[config.mk]
export PLATFORM = sky130hd
export DESIGN_NAME = gpio_edge_ctrl
export DESIGN_NICKNAME = d
export VERILOG_FILES = /design/src/rtl/gpio_edge_pkg.sv /design/src/rtl/gpio_sync2.sv /design/src/rtl/gpio_edge_det.sv /design/src/rtl/gpio_bank.sv /design/src/rtl/gpio_edge_ctrl.sv
export SDC_FILE = /design/constraint.sdc
export NUM_CORES = 1
export LEC_CHECK = 0
export BUFFER_PORTS_ARGS = -buffer_cell sky130_fd_sc_hd__buf_4
export CAP_MARGIN = 20
export CORE_MARGIN = 8
export CORE_UTILIZATION = 53
export CTS_CLUSTER_SIZE = 40
export DETAILED_ROUTE_END_ITERATION = 6
export GPL_TIMING_DRIVEN = 1
export PLACE_DENSITY = 0.77
export SLEW_MARGIN = 20
export SYNTH_ARGS = -nofsm -noshare
export SYNTH_HDL_FRONTEND = slang
export SYNTH_SLANG_ARGS = --single-unit
[constraint.sdc]
create_clock -name clk -period 1.9 [get_ports clk]
set_input_delay 0.095 -clock clk [delete_from_list [all_inputs] [get_ports clk]]
set_output_delay 0.095 -clock clk [all_outputs]
set_load 0.03 [all_outputs]
[src/rtl/gpio_edge_pkg.sv]
// Shared constants and the register index type of the banked GPIO controller.
// Assumes a word-addressed bus; the bank layout is fixed by the indices below.
package gpio_edge_pkg;

    localparam int BANK_W        = 32;  // pins per bank and data word width
    localparam int REGS_PER_BANK = 10;  // words in each bank window
    localparam int BASE_WORD     = 4;   // word address of the first bank (byte 0x10)

    // Word index inside a bank window; the order is part of the memory map.
    typedef enum logic [3:0] {
        REG_DIR      = 4'd0,
        REG_OUT      = 4'd1,
        REG_SET      = 4'd2,
        REG_CLR      = 4'd3,
        REG_IN       = 4'd4,
        REG_RISE_SET = 4'd5,
        REG_RISE_CLR = 4'd6,
        REG_FALL_SET = 4'd7,
        REG_FALL_CLR = 4'd8,
        REG_STAT     = 4'd9
    } reg_idx_e;

endpackage

[src/rtl/gpio_sync2.sv]
// Two-flop synchronizer for a vector of asynchronous pad levels.
// Assumes each bit is an independent level; no multi-bit coherence is implied.
module gpio_sync2 #(
    parameter int W = 32
) (
    input  logic         clk,
    input  logic         rst_n,
    input  logic [W-1:0] raw,
    output logic [W-1:0] level
);

    logic [W-1:0] stage1;

    // Shift the raw levels through two flops.
    always_ff @(posedge clk) begin
        if (!rst_n) begin
            stage1 <= '0;
            level  <= '0;
        end else begin
            stage1 <= raw;
            level  <= stage1;
        end
    end

endmodule

[src/rtl/gpio_edge_det.sv]
// Per-pin edge detector working on already synchronized levels.
// An edge is a difference between the current and the previous sample,
// filtered by separate rising and falling enable masks.
module gpio_edge_det #(
    parameter int W = 32
) (
    input  logic         clk,
    input  logic         rst_n,
    input  logic [W-1:0] level,
    input  logic [W-1:0] rise_en,
    input  logic [W-1:0] fall_en,
    output logic [W-1:0] hit
);

    logic [W-1:0] prev;

    // Remember the previous synchronized sample.
    always_ff @(posedge clk) begin
        if (!rst_n) prev <= '0;
        else        prev <= level;
    end

    // Flag enabled transitions between the two samples.
    always_comb begin
        hit = (level & ~prev & rise_en) | (~level & prev & fall_en);
    end

endmodule

[src/rtl/gpio_bank.sv]
// One bank of up to 32 pins: direction, output data with atomic set/clear,
// synchronized input, edge enables and sticky write-one-to-clear status.
// Assumes the parent decodes the address: sel is high only for this window
// and idx is then 0..9. W is the number of pins that exist in this bank.
module gpio_bank
    import gpio_edge_pkg::*;
#(
    parameter int W = 32
) (
    input  logic              clk,
    input  logic              rst_n,
    input  logic              sel,
    input  logic              wr,
    input  logic [3:0]        idx,
    input  logic [W-1:0]      wdata,
    input  logic [W-1:0]      pad_raw,
    output logic [BANK_W-1:0] rdata,
    output logic [W-1:0]      out_q,
    output logic [W-1:0]      oe,
    output logic              any_stat
);

    logic [W-1:0] dir_q;
    logic [W-1:0] rise_q;
    logic [W-1:0] fall_q;
    logic [W-1:0] stat_q;
    logic [W-1:0] level;
    logic [W-1:0] hit;
    logic [W-1:0] stat_clr;
    logic         wr_here;

    assign wr_here = sel && wr;

    gpio_sync2 #(.W(W)) u_sync (
        .clk   (clk),
        .rst_n (rst_n),
        .raw   (pad_raw),
        .level (level)
    );

    gpio_edge_det #(.W(W)) u_edge (
        .clk     (clk),
        .rst_n   (rst_n),
        .level   (level),
        .rise_en (rise_q),
        .fall_en (fall_q),
        .hit     (hit)
    );

    // Control registers updated by bus writes.
    always_ff @(posedge clk) begin
        if (!rst_n) begin
            dir_q  <= '1;
            out_q  <= '0;
            rise_q <= '0;
            fall_q <= '0;
        end else if (wr_here) begin
            case (idx)
                REG_DIR:      dir_q  <= wdata;
                REG_OUT:      out_q  <= wdata;
                REG_SET:      out_q  <= out_q | wdata;
                REG_CLR:      out_q  <= out_q & ~wdata;
                REG_RISE_SET: rise_q <= rise_q | wdata;
                REG_RISE_CLR: rise_q <= rise_q & ~wdata;
                REG_FALL_SET: fall_q <= fall_q | wdata;
                REG_FALL_CLR: fall_q <= fall_q & ~wdata;
                default:      ;
            endcase
        end
    end

    // Bits that the current write asks to clear in the status word.
    always_comb begin
        stat_clr = (wr_here && idx == REG_STAT) ? wdata : '0;
    end

    // Sticky status: a new hit wins over a simultaneous clear.
    always_ff @(posedge clk) begin
        if (!rst_n) stat_q <= '0;
        else        stat_q <= (stat_q & ~stat_clr) | hit;
    end

    // Read multiplexer for this bank, zero when not selected.
    always_comb begin
        rdata = '0;
        if (sel) begin
            case (idx)
                REG_DIR:                        rdata = BANK_W'(dir_q);
                REG_OUT, REG_SET, REG_CLR:      rdata = BANK_W'(out_q);
                REG_IN:                         rdata = BANK_W'(level);
                REG_RISE_SET, REG_RISE_CLR:     rdata = BANK_W'(rise_q);
                REG_FALL_SET, REG_FALL_CLR:     rdata = BANK_W'(fall_q);
                REG_STAT:                       rdata = BANK_W'(stat_q);
                default:                        rdata = '0;
            endcase
        end
    end

    assign oe       = ~dir_q;
    assign any_stat = |stat_q;

endmodule

[src/rtl/gpio_edge_ctrl.sv]
// Banked GPIO controller top. It decodes word addresses into bank windows,
// merges read data and status, and slices the pad vectors per bank.
// Assumes NUM_PINS fits in ADDR_W: BASE_WORD + banks*10 <= 2**ADDR_W.
module gpio_edge_ctrl
    import gpio_edge_pkg::*;
#(
    parameter int NUM_PINS = 71,
    parameter int ADDR_W   = 6
) (
    input  logic                clk,
    input  logic                rst_n,
    input  logic                bus_wr,
    input  logic                bus_rd,
    input  logic [ADDR_W-1:0]   bus_addr,
    input  logic [BANK_W-1:0]   bus_wdata,
    output logic [BANK_W-1:0]   bus_rdata,
    input  logic [NUM_PINS-1:0] pad_in,
    output logic [NUM_PINS-1:0] pad_out,
    output logic [NUM_PINS-1:0] pad_oe,
    output logic                irq
);

    localparam int NUM_BANKS = (NUM_PINS + BANK_W - 1) / BANK_W;

    logic [BANK_W-1:0] bank_rdata [NUM_BANKS];
    logic [NUM_BANKS-1:0] bank_stat;
    logic [BANK_W-1:0] rd_merge;

    for (genvar b = 0; b < NUM_BANKS; b++) begin : g_bank
        localparam int LO  = b * BANK_W;
        localparam int W   = (NUM_PINS - LO >= BANK_W) ? BANK_W : NUM_PINS - LO;
        localparam logic [ADDR_W-1:0] BASE_A = ADDR_W'(BASE_WORD + b * REGS_PER_BANK);
        localparam logic [ADDR_W-1:0] END_A  = ADDR_W'(BASE_WORD + (b + 1) * REGS_PER_BANK);

        logic              sel;
        logic [ADDR_W-1:0] off;

        // Window decode for this bank.
        always_comb begin
            sel = (bus_addr >= BASE_A) && (bus_addr < END_A);
            off = bus_addr - BASE_A;
        end

        gpio_bank #(.W(W)) u_bank (
            .clk      (clk),
            .rst_n    (rst_n),
            .sel      (sel),
            .wr       (bus_wr),
            .idx      (off[3:0]),
            .wdata    (bus_wdata[W-1:0]),
            .pad_raw  (pad_in[LO +: W]),
            .rdata    (bank_rdata[b]),
            .out_q    (pad_out[LO +: W]),
            .oe       (pad_oe[LO +: W]),
            .any_stat (bank_stat[b])
        );
    end

    // Merge the per-bank read data; at most one bank is selected.
    always_comb begin
        rd_merge = '0;
        for (int b = 0; b < NUM_BANKS; b++) begin
            rd_merge = rd_merge | bank_rdata[b];
        end
    end

    assign bus_rdata = bus_rd ? rd_merge : '0;
    assign irq       = |bank_stat;

endmodule

==> run summary <==
status = finished with violations
failing checks = setup timing
R2R Setup Slk = 780 ps
Area contributors post-synth = dfxtp_1 47%, and2_1 5.7%, a211oi_1 4.3%
CTS clk-pin slew, worst paths = 70 ps
Syn. warnings = 0
hold wc startpoint = bus_wr
I/O Pins = 288
nets = 3282
CP arrival = 2400 ps
peak supply drop = 0.755 mV
Pwr Density = 810 nW/um^2
layout cell share with drive strength beyond 1 = 32.1%
Simple-Gate Fraction of Synth Area = 15.5%
Slew Viols, Final = 0
final worst slack = -599 ps
CP Launch Type = flop
Synth cell types = 76
largest area contributor in the netlist = dfxtp_1
xor/xnor share of the synthesized area = 0.239%
CTS Buf Count = 57
Non-Filler Instances = 3813
Post-Syn Instances = 2630
Crit Path Class = flop to output port
Max-cap violations = 0
Detailed Routing Iterations Pass 1 = 7
GRT Util Overall = 37.0%
# H-tree levels = 2
initial core utilization = 53.4%
final core utilization = 74.4%
Final Cycle Share = 132%
RSZ-0062 raised after global routing = yes
Vias = 24980
critical path required time = 1800 ps
Layout area overhead = 39.5%
mux cell area share after synthesis = 1.74%
drt total wl = 103 mm
ys flop type = dfxtp_1
RePlAce Congestion = 0.999
die area = 52500 sq um
min Tclk post-route = 2500 ps
final setup violation count = 33
Synthesized Nets = 2744
Synth Area in Compound Gates = 29.0%
WL per Instance = 27.1 um
ANT nets after route = 0
global-route wire length before repair = 152 mm
RR Startpoint = g_bank[2].u_bank.u_sync.level[3]
CORE AREA = 45100 sq um
Synth Area in Adders = 0.0520%
DIE HEIGHT = 229 um
CTS tree = yes
hold depth = 4
DPL Wire Length = 69.4 mm
Longest Clk Path Bufs = 3
Worst Skew = 16.5 ps
top post-synthesis cells by count = 568 x dfxtp_1, 219 x and2_1, 195 x o21ai_0, 171 x clkbuf_1, 169 x a21oi_1
R2R depth = 3
total negative setup slack = -5600 ps
grt ovf = 0
worst flop-to-flop path endpoint = g_bank[2].u_bank.stat_q[3]
Placed Cells incl. Taps = 3571
clk root buf = clkbuf_16
Clock Sinks = 568
fmax = 400 MHz
Seq/Total Area, Yosys = 47.3%
number of synthesized flops with an enable pin = 0
Worst Hold Class = input port to flop
initial antenna violation count = 2
#FFs+latches synth = 568
Die W = 229 um
top cell type's share of synthesized area = 47.3%
later-pin clock latency in the skew report = 630 ps
largest family of logic cells by synthesized area = compound AO/OA/AOI/OAI gates
crit path capture type = output port
slew margin rel. = 57.3%
pin count of the biggest net entering global routing = 132
top-count cell post-synth = dfxtp_1
initial detailed-routing violation count = 3596
Setup WS pre-CTS = -423 ps
crit path max fanout = 2
Async S/R FF share, synth = 0%
vias in the first global route = 24208
Rows = 78
Worst Hold End = g_bank[2].u_bank.dir_q[0]
IO buf count = 287
Synth Cell Area = 24100 sq um
Hold Vio Cnt, Final = 0
# DRC = 0
syn_area_per_cell = 9.15 sq um
Worst-Margin Slew = 640 ps
P_leak = 13.6 nW
DR vias/cell = 6.55
## kinds of logic (layout without fill, tap and decap cells)
family          count (synthesis)  in the layout
compound gates               1024           1024
xor+xnor                        4              4
fa+ha+maj                       1              1
buf+inv                       355            937
flops                         568            568
mux                            40             40
other cells                     0              1
simple gates                  638            638
## worst max path at each step
stage / slack [ps] / cells after the start / end / from
floorplan: -110 / 7 / bus_rdata[3] / bus_addr[1]
detailed placement: -420 / 11 / bus_rdata[31] / bus_addr[1]
CTS: -530 / 6 / irq / g_bank[2].u_bank.stat_q[2]
finish: -600 / 6 / irq / g_bank[1].u_bank.stat_q[23]
global route: -620 / 6 / irq / g_bank[2].u_bank.stat_q[2]
global placement: -430 / 9 / bus_rdata[22] / bus_addr[0]
## worst max-delay path: stages (launching register included)
cell and delay, ps:
dfxtp_2 360, nor4_2 260, buf_4 160, nand4_1 220
nor4_4 300, nand4_1 260, buf_6 230
## layout make-up
class,count,area (sq um)
diodes,1,2.50
clock buffers,81,1680
well taps,600,751
repair buffers,727,6530
multi-input cells,1707,12400
fillers,3117,11500
flip-flops and latches,568,11500
clock inverters,22,265
inverters,107,409
## per-stage QoR
stage,hold slack [ps],cell area [sq um],total power (W)
6_report,86.2,33600,0.0272
5_1_grt,99.4,33600,0.0278
4_1_cts,57.7,33100,0.0270
3_3_place_gp,301,28800,0.0151
2_1_floorplan,222,24200,0.0138
3_5_place_dp,305,28800,0.0151
## metal layers
layer | vias up | global-route usage (%) | share of wire, %
met4 | 2 | 17.9 | 5.4
met1 | 11978 | 47.6 | 39
met2 | 1823 | 57.5 | 44
met3 | 400 | 9.22 | 12
li1 | 10777 | - | -
met5 | - | 0 | 0.015
## cells in the final DEF (no fill, tap or decap), drive strengths merged, types with 104 or more instances in the layout
cell type	count
o21ai	199
and2	219
dfxtp	568
nand2	150
inv	109
a21oi	170
buf	622
a211oi	144
dlygate4sd3	104
nand3b	105
## timing repair
action                                  in CTS  in global routing
resized for setup                          303                124
buffers inserted                            32                 10
gates cloned                                 5                  1
hold endpoints to repair                   375                  0
hold buffers                               104                  0
pin swaps                                   93                 67
endpoints found under the setup margin      33                 33
## where the power goes
group | internal, W | leakage (nW) | switching, W
Clock | 0.00681 | 0.957 | 0.00484
Combinational | 0.00133 | 8.03 | 0.00190
Sequential | 0.0121 | 4.64 | 0.000184
(Power assumes the default switching activity.)
